File: config.mk
export PLATFORM = sky130hd
export DESIGN_NAME = quiz_buzzer_ctrl
export DESIGN_NICKNAME = d
export VERILOG_FILES = /design/src/rtl/quiz_buzzer_ctrl.sv
export SDC_FILE = /design/constraint.sdc
export NUM_CORES = 1
export LEC_CHECK = 0
export BUFFER_PORTS_ARGS = -buffer_cell sky130_fd_sc_hd__buf_2
export CAP_MARGIN = 40
export CORE_MARGIN = 4
export CORE_UTILIZATION = 59
export CTS_BUF_LIST = sky130_fd_sc_hd__clkbuf_2
export DETAILED_ROUTE_END_ITERATION = 10
export GPL_TIMING_DRIVEN = 0
export PLACE_DENSITY = 0.89
export SYNTH_ARGS = -nofsm -noshare
export SYNTH_HDL_FRONTEND = slang
export SYNTH_SLANG_ARGS = --single-unit
File: constraint.sdc
create_clock -name clk_i -period 4.2 [get_ports clk_i]
set_input_delay 0.84 -clock clk_i [delete_from_list [all_inputs] [get_ports clk_i]]
set_output_delay 0.84 -clock clk_i [all_outputs]
set_load 0.02 [all_outputs]
File: src/rtl/quiz_buzzer_ctrl.sv
module quiz_buzzer_ctrl #(
  parameter int TICK_CYCLES = 50_000_000,
  parameter int ROUND_SECS  = 30,
  parameter int SCORE_W     = 5,
  parameter int SCORE_INIT  = 10,
  localparam int SW = $clog2(ROUND_SECS + 1)
) (
  input  logic               clk_i,
  input  logic               rst_i,
  input  logic               start_i,
  input  logic               plus_i,
  input  logic               minus_i,
  input  logic [2:0]         key_i,
  output logic [SW-1:0]      secs_o,
  output logic               locked_o,
  output logic [2:0]         winner_o,
  output logic [SCORE_W-1:0] score1_o,
  output logic [SCORE_W-1:0] score2_o,
  output logic [SCORE_W-1:0] score3_o
);
  localparam int PW = (TICK_CYCLES > 1) ? $clog2(TICK_CYCLES) : 1;
  localparam logic [SCORE_W-1:0] SMAX = {SCORE_W{1'b1}};

  logic [PW-1:0]      presc_q;
  logic [SW-1:0]      secs_q;
  logic               lock_q;
  logic [2:0]         win_q;
  logic [SCORE_W-1:0] score_q [3];

  wire       tick   = presc_q == PW'(TICK_CYCLES - 1);
  wire [2:0] first  = key_i & (~key_i + 3'd1);
  wire       has_w  = |win_q;
  wire       adj_up = plus_i & ~minus_i & has_w;
  wire       adj_dn = minus_i & ~plus_i & has_w;

  always_ff @(posedge clk_i) begin
    if (rst_i || start_i) begin
      presc_q <= '0;
      secs_q  <= SW'(ROUND_SECS);
      lock_q  <= 1'b0;
      win_q   <= 3'b000;
    end else if (!lock_q) begin
      if (key_i != 3'b000) begin
        win_q  <= first;
        lock_q <= 1'b1;
      end else if (tick) begin
        presc_q <= '0;
        secs_q  <= secs_q - 1'b1;
        if (secs_q == SW'(1)) lock_q <= 1'b1;
      end else begin
        presc_q <= presc_q + 1'b1;
      end
    end
  end

  for (genvar g = 0; g < 3; g++) begin : g_score
    always_ff @(posedge clk_i) begin
      if (rst_i)
        score_q[g] <= SCORE_W'(SCORE_INIT);
      else if (win_q[g] && adj_up && score_q[g] != SMAX)
        score_q[g] <= score_q[g] + 1'b1;
      else if (win_q[g] && adj_dn && score_q[g] != '0)
        score_q[g] <= score_q[g] - 1'b1;
    end
  end

  assign secs_o   = secs_q;
  assign locked_o = lock_q;
  assign winner_o = win_q;
  assign score1_o = score_q[0];
  assign score2_o = score_q[1];
  assign score3_o = score_q[2];
endmodule

; Word-level counts from Yosys, hierarchy flattened
; Memory sizes are Yosys's and may differ from the RTL's.
; Index checks and enable logic that the tools add are counted.
[classes]
addsub = 9
eq_ne = 5
mux = 34
bitwise_logic = 16
n_reduce_logical = 21
[ops]
columns = op, n
row1 = $mux 5, 6
row2 = $mux 1, 27
row3 = $add 26x1->26 const B, 1
row4 = $eq 26x26->1 const B, 1
row5 = $mux 26, 1
row6 = $sub 5x1->5 const B, 4
row7 = $add 5x1->5 const B, 3
row8 = $ne 5x5->1 const B, 3
row9 = $reduce_bool 5->1, 3
row10 = $logic_and 1x1->1, 12
row11 = $or 1x1->1, 6
row12 = $eq 5x1->1 const B, 1
row13 = $and 1x1->1, 4
row14 = $not 1->1, 4
row15 = $reduce_and 2->1, 2
row16 = $add 3x1->3 const B, 1
row17 = $and 3x3->3, 1
row18 = $not 3->3, 1
row19 = $reduce_and 3->1, 1
row20 = $reduce_bool 3->1, 1
row21 = $reduce_or 3->1, 1
row22 = $logic_or 1x1->1, 1
[word_totals]
regBits = 35
ram_bits = 15
in_bits = 8
output_inout_bits = 24
wordCells = 90
mem_count = 1
[mem_list]
columns = memory, words, word_bits, rd, rd_ports_with_merged_regs, write_ports, line_no
row1 = score_q, 3, 5, 3, 0, 3, 28  ; logic [SCORE_W-1:0] score_q [3];

; Logic depth before layout (Yosys ltp)
; Gate-level depths: netlist of run 1.
[depth]
word_depth = 10
depth_mapped = 8

; Worst setup path before layout of run 1
; OpenSTA, ideal clock, no wires.
[synth_timing]
path_type = in2reg
startpoint = input rst_i
endpoint = memory score_q[2][4] (data pin)
t_arrival_ns = 2.717
required_time_ns = 3.940
setup_slack_ns = 1.223
cell_stages = 8
path_buffers = 1
path_cell_list = clkbuf_1 > nand2b_1 > nor3_1 > ha_1 > a21o_1 > a21oi_1 > xnor2_1 > mux2_2
[synth_lines]
columns = element, line_no
row1 = "start, declared", 9  ; input logic rst_i,
row2 = "end, declared", 28

==> metrics.txt, run 1 <==
status=finished clean; Layout fillers=397; clock tree from TritonCTS=yes; number of nets in the layout=396; endpoint class of the critical path=flip-flop; number of clock buffers inserted by TritonCTS=5; final number of max-transition violations=0; Synth Instances=337; Post-CTS Setup Inserts=0; crit-path max FO=10; launch point of the critical path=rst_i; Yosys reg bits=50; Core Box Area=4786 µm²; placer's final routability congestion estimate=0.8802; CTS H-tree depth=2; number of synthesized flops with an enable pin=15; mux cell area share after synthesis=0.7176%; relative slew slack=38.59%; Tot Pwr=0.7777 mW; share of synthesized registers carrying an async set or reset=0%; share of synthesized cell area in and, or, nand and nor gates=28.75%; total non-filler cell area in the finished layout=3242 µm²; Post-CTS Hold Fix Bufs=0; clock-pin slew on the worst setup and hold paths=0.26 ns; post-synth net total=358; vias in the first global route=2500; switching power share of the total=26.47%; share of synthesized area occupied by flip-flops and latches=38.83%; count of buffering cells on the critical path with inverters included=2; DRC violation count after routing=0; largest voltage drop on the vdd net=0.1568 mV; wirelength, routed=6676 µm; RR Endpoint=score_q[2][4]; Yosys Warn Count=0; wire length of the first global-routing pass=11200 µm; xor/xnor share of the synthesized area=3.250%; leakage power of the design=1.116 nW; timing-limited maximum frequency=338.5 MHz; CP max stage cell=nor3_1; Via-to-Cell Ratio=6.275; Area growth, synth to finish=9.371%; fraction of the mapped netlist area in adder cells=5.741%; top-level port count=32; worst-path cell chain=buf_2 -> clkbuf_1 -> nand2b_1 -> nor3_1 -> ha_1 -> a21o_1 -> a21oi_1 -> xnor2_1 -> mux2_2; Setup Viol. Count Final=0; buffers added on ports=31; Net Switching=0.2059 mW; worst-case setup margin in the final layout=1.246 ns; per-cell routed wire length=15.07 µm; TritonRoute pass-1 iters=5; sum of negative setup slack=0 ns; combinational family with the most area after synthesis=simple AND/OR/NAND/NOR gates; Clock Sink Count=50; total via count in the routed design=2780; Final Core Density=67.74%; Clk network pwr share=24.7%; synthesized area=2964 µm²; type of the setup path with the least slack=in2reg; cell type with the largest total area after synthesis=dfxtp_1; proportion of power drawn by flip-flops and latches=66.0%; Final Cycle Share=70.33%; pre-CTS setup slack=0.7371 ns; drt first-iter violations=137; DP HPWL=4782 µm; Clk Tree Root Cell=clkbuf_2; Antenna Violating Nets Remaining=0; biggest cell delay along the critical path=0.56 ns; clock latency of the later-clocked register in the worst-skew pair=0.44 ns; Unique masters post-synth=47; worst hold path type=reg2reg; Min Clock Period, post-route=2.954 ns; launch instance of the worst register-to-register path=score_q[2][0]; quantity of gates resized following cts=0; combinational share of power=9.3%; RSZ-0062 raised after global routing=no; crit start category=primary input; transition time at the pin with the least slew margin=0.9087 ns; power per unit of standard cell area=239.9 nW/µm²; most instantiated flip-flop cell in the synthesis netlist=dfxtp_1; synthesized area divided by synthesized cell count=8.796 µm²; synthesized-area fraction occupied by ao, oa, aoi and oai cells=18.28%; antenna diode count=0; initial cell density of the core=61.93%; Internal Dissipation=0.5719 mW; Std-Cell Rows=25; last element of the critical path=score_q[2][4]; data required time of the critical path=4.45 ns; Reg2Reg Setup Slack=1.41 ns; cell type group with the largest total delay on the critical path=simple AND/OR/NAND/NOR gates; largest net degree at the start of global routing=15; leading post-synthesis cells by cell area=dfxtp_1 24%, edfxtp_1 15%, a21oi_1 5.9%; depth of the most critical reg-to-reg path=8; total gr overflow=0; Chip Height=78.88 µm; layout cells sized above 1=15.43%; fraction of synthesized cell area taken by the top area cell type=23.64%; path length in cells of the critical path=9; initial antenna violation count=0; total of max-cap violations=0; Clock Skew=0.03358 ns; total track usage=21.98%; Die X-Extent=78.88 µm; hold violation total from the final report=0; full die area=6222 µm²; arrival time worst endpoint=3.20 ns; Max clock buf depth=2; cell area after placement=3203 µm²
-- layout make-up --
cell class,instances,area [µm²],area share [%]
Clock buffer,6,30.03,0.9263
Multi-Input combinational cell,256,1682,51.87
Tap cell,67,83.83,2.586
Buffer,22,97.59,3.010
Sequential cell,50,1151,35.51
Clock inverter,2,8.758,0.2702
Inverter,9,33.78,1.042
Timing Repair Buffer,31,155.1,4.786
-- metal layers --
| metal | up-vias | GRT usage, % | part of all wire (%) | routed length [µm] |
|---|---|---|---|---|
| met1 | 1298 | 28.41 | 44 | 2934 |
| met3 | 11 | 4.195 | 7.1 | 474 |
| met5 | - | 0 | 0 | 0 |
| li1 | 1347 | - | - | - |
| met2 | 124 | 36.93 | 48 | 3184 |
| met4 | 0 | 7.388 | 1.2 | 83 |
-- cell usage after synthesis (4+ instances only) --
cell type,number
nor4_1,7
clkbuf_1,12
and2_1,7
o31ai_1,10
edfxtp_1,15
or4_1,12
or3_1,10
nor4b_1,4
a21oi_1,35
nand2b_1,7
xor2_1,6
nand2_1,21
nand3_1,15
nor2_1,25
xnor2_1,5
nand4_1,9
buf_2,9
and3_1,6
nor3_1,4
ha_1,12
or4b_2,4
dfxtp_1,35
inv_1,9
o21ai_0,13
a21o_1,6
-- worst register-to-register path, cell delays in order, from the launching register on --
cell      delay [ns]
edfxtp_1        0.53
or4_1           0.58
nor2_1          0.11
nor3_1          0.13
fa_1            0.43
a21o_1          0.17
a21oi_1         0.18
xnor2_1         0.15
mux2_2          0.35
-- flip-flops by register name, indices dropped and copies added (netlist names) --
| name | cells |
|---|---|
| locked_o | 1 |
| presc_q | 26 |
| secs_o | 5 |
| winner_o | 3 |
| score_q | 15 |
-- power by group through the flow --
| stage | registers [mW] | logic [mW] | clock network [mW] |
|---|---|---|---|
| floorplan | 0.529 | 0.0402 | 0 |
| global placement | 0.522 | 0.0693 | 0 |
| detailed placement | 0.523 | 0.0712 | 0 |
| CTS | 0.513 | 0.0716 | 0.195 |
| global route | 0.515 | 0.0794 | 0.219 |
| finish | 0.513 | 0.0721 | 0.192 |
-- per-stage QoR --
| step | hold slack, ns | std cells |
|---|---|---|
| final | 0.5049 | 443 |
| after global routing | 0.5275 | 443 |
| after CTS | 0.5012 | 443 |
| after detailed placement | 0.4766 | 435 |
| after global placement | 0.4617 | 435 |
| after floorplan | 0.4471 | 337 |
-- placed cells by master, fill, tap and decap left out, drive strengths merged, types with 3 or more instances in the layout --
cell type and instances:
a21o 6, a21oi 35, and2 7, and3 6, and4 3, buf 41
clkbuf 18, dfxtp 35, edfxtp 15, ha 12, inv 9, nand2 21
nand2b 7, nand3 15, nand4 10, nor2 25, nor3 4, nor4 8
nor4b 4, nor4bb 3, o21ai 13, o221ai 3, o22ai 3, o31ai 10
or3 10, or4 12, or4b 4, xnor2 5, xor2 6
-- worst min path at each step --
stage	cells after the start	start	slack, ns	endpoint
2_1_floorplan	2	presc_q[25]	0.45	presc_q[25]
3_3_place_gp	2	presc_q[20]	0.46	presc_q[20]
3_5_place_dp	2	presc_q[23]	0.48	presc_q[23]
4_1_cts	2	presc_q[25]	0.50	presc_q[25]
5_1_grt	2	presc_q[1]	0.53	presc_q[1]
6_report	2	presc_q[1]	0.50	presc_q[1]
-- kinds of logic after synthesis --
kind of cell | Yosys count
AO/OA/AOI/OAI | 86
XOR/XNOR | 11
adder cells (fa/ha/maj) | 13
buffers and inverters | 31
flip-flops | 50
multiplexers | 2
AND/OR/NAND/NOR | 144
Power figures use the tool's default switching activity.
==> run 2: changes to the inputs <==
- ABC_AREA: not set -> 1
- clock period: 4.2 -> 2.8 ns (I/O delays scaled with it)
==> metrics.txt, run 2 <==
status=finished clean; Antenna Violating Nets Remaining=0; relative slew slack=65.90%; number of nets in the layout=473; initial antenna violation count=0; Min Clock Period, post-route=2.254 ns; launch instance of the worst register-to-register path=score_q[2][3]; fraction of synthesized cell area taken by the top area cell type=23.18%; Synth Instances=414; power per unit of standard cell area=347.9 nW/µm²; share of synthesized registers carrying an async set or reset=0%; total via count in the routed design=2789; origin of the worst min-delay path=key_i[0]; worst-path cell chain=nor3_1 -> nand2_1 -> nand4_1 -> inv_1 -> fa_1 -> nand2_1 -> nand2_1 -> a21oi_1 -> xor2_1 -> o21ai_0; Core Box Area=4848 µm²; antenna diode count=0; switching power share of the total=26.52%; Setup Viol. Count Final=0; number of clock buffers inserted by TritonCTS=5; final number of max-transition violations=0; clock tree from TritonCTS=yes; CTS H-tree depth=2; Internal Dissipation=0.8431 mW; instance count along the most critical hold path=3; dpl cells=512; transition time at the pin with the least slew margin=0.5109 ns; TritonRoute pass-1 iters=5; leading post-synthesis cells by cell area=dfxtp_1 23%, edfxtp_1 15%, nand2_1 11%; Via-to-Cell Ratio=5.363; synthesized area=3023 µm²; Clock Skew=0.03474 ns; vias in the first global route=2585; CP max stage cell=edfxtp_1; count of buffering cells on the critical path with inverters included=1; cell repeated most along the worst path=nand2_1; Final Core Density=68.03%; cell type group with the largest total delay on the critical path=simple AND/OR/NAND/NOR gates; buffers added on ports=31; post-synth net total=435; most frequent standard cell in the layout excluding fill and tap cells=nand2_1; number of synthesized flops with an enable pin=15; share of synthesized area occupied by flip-flops and latches=38.08%; Final Cycle Share=80.52%; placer's final routability congestion estimate=0.9385; register bank with the most flops=presc_q; Post-CTS Hold Fix Bufs=0; Max clock buf depth=2; cell type with the largest total area after synthesis=dfxtp_1; initial cell density of the core=62.35%; proportion of power drawn by flip-flops and latches=67.1%; biggest cell delay along the critical path=0.50 ns; crit-path max FO=5; data required time of the critical path=3.04 ns; Yosys reg bits=50; leakage power of the design=1.370 nW; depth of the most critical reg-to-reg path=10; worst hold path type=in2reg; clock latency of the later-clocked register in the worst-skew pair=0.44 ns; top library cells by usage in the layout, fill and taps aside=85 x nand2_1, 72 x nor2_1, 58 x inv_1; Area growth, synth to finish=9.106%; RSZ-0062 raised after global routing=no; drt first-iter violations=148; Layout fillers=403; most instantiated flip-flop cell in the synthesis netlist=dfxtp_1; timing-limited maximum frequency=443.6 MHz; Clock Sink Count=50; arrival time worst endpoint=2.49 ns; Reg2Reg Setup Slack=0.55 ns; Post-CTS Setup Inserts=0; synthesized area divided by synthesized cell count=7.302 µm²; endpoint class of the critical path=flip-flop; Chip Height=79.58 µm; full die area=6333 µm²; clock-pin slew on the worst setup and hold paths=0.27 ns; Net Switching=0.3042 mW; sum of negative setup slack=0 ns; Std-Cell Rows=25; type of the setup path with the least slack=reg2reg; DRC violation count after routing=0; Tot Pwr=1.147 mW; total track usage=22.88%; top-level port count=32; worst-case setup margin in the final layout=0.5455 ns; Die X-Extent=79.58 µm; launch point of the critical path=score_q[2][3]; wire length of the first global-routing pass=11630 µm; wirelength, routed=6655 µm; pre-CTS setup slack=0.3683 ns; quantity of gates resized following cts=0; largest net degree at the start of global routing=15; flip-flop count of the largest register, all copies and words added=26; Clk Tree Root Cell=clkbuf_2; top post-synthesis cells by count=85 x nand2_1, 72 x nor2_1, 58 x inv_1; crit start category=flip-flop; Yosys Warn Count=0; total of max-cap violations=0; layout cells sized above 1=13.69%; Unique masters post-synth=36; hold violation total from the final report=0; largest voltage drop on the vdd net=0.2442 mV; DP HPWL=5222 µm; Clk network pwr share=24.2%; per-cell routed wire length=12.80 µm; post-route insts no fill=520; path length in cells of the critical path=10; most common cell in the netlist=nand2_1; combinational share of power=8.8%; total gr overflow=0
-- run 2: path summary, 6_finish.rpt --
kind                                      end
worst max-delay path            score_q[2][4]
worst min-delay path              winner_o[0]
worst max register to register  score_q[2][4]
worst min register to register    winner_o[0]
-- run 2: final cells by class --
cell class / count / area (µm²) / area share [%]
tap: 67 / 83.83 / 2.542
multi-input combinational: 302 / 1628 / 49.36
sequential: 50 / 1151 / 34.90
buffer: 2 / 15.01 / 0.4552
clock inverter: 3 / 11.26 / 0.3414
inverter: 60 / 229.0 / 6.942
clock buffer: 5 / 25.02 / 0.7587
timing repair buffer: 31 / 155.1 / 4.704
-- run 2: layer usage --
layer / vias up / track usage (%) / routed length, µm
met4: 0 / 6.357 / 91
li1: 1416 / - / -
met5: - / 0 / 0
met1: 1262 / 29.16 / 2972
met2: 103 / 39.65 / 3215
met3: 8 / 3.950 / 375
-- run 2: tightest hold or removal path, cell delays in order --
cell     delay [ns]
buf_2          0.12
nand2_1        0.06
a21oi_1        0.05
-- run 2: stage by stage --
stage / hold slack [ns] / instance area, µm²
floorplan: 0.4794 / 3023
global placement: 0.4804 / 3262
detailed placement: 0.4839 / 3262
CTS: 0.3544 / 3298
global route: 0.3420 / 3298
finish: 0.3672 / 3298
-- run 2: kinds of logic (layout without fill, tap and decap cells) --
family	count (synthesis)	in the layout	share of synthesized area, %
AND/OR/NAND/NOR	240	240	37.33
buffers and inverters	62	101	8.071
flip-flops	50	50	38.08
AO/OA/AOI/OAI	34	34	6.540
XOR/XNOR	15	15	4.346
adder cells (fa/ha/maj)	13	13	5.629
-- run 2: power groups by stage --
stage | Sequential [mW] | Clock [mW] | Combinational, mW
2_1_floorplan | 0.794 | 0 | 0.0552
3_3_place_gp | 0.783 | 0 | 0.0954
3_5_place_dp | 0.784 | 0 | 0.0995
4_1_cts | 0.770 | 0.283 | 0.100
5_1_grt | 0.772 | 0.318 | 0.112
6_report | 0.770 | 0.277 | 0.101
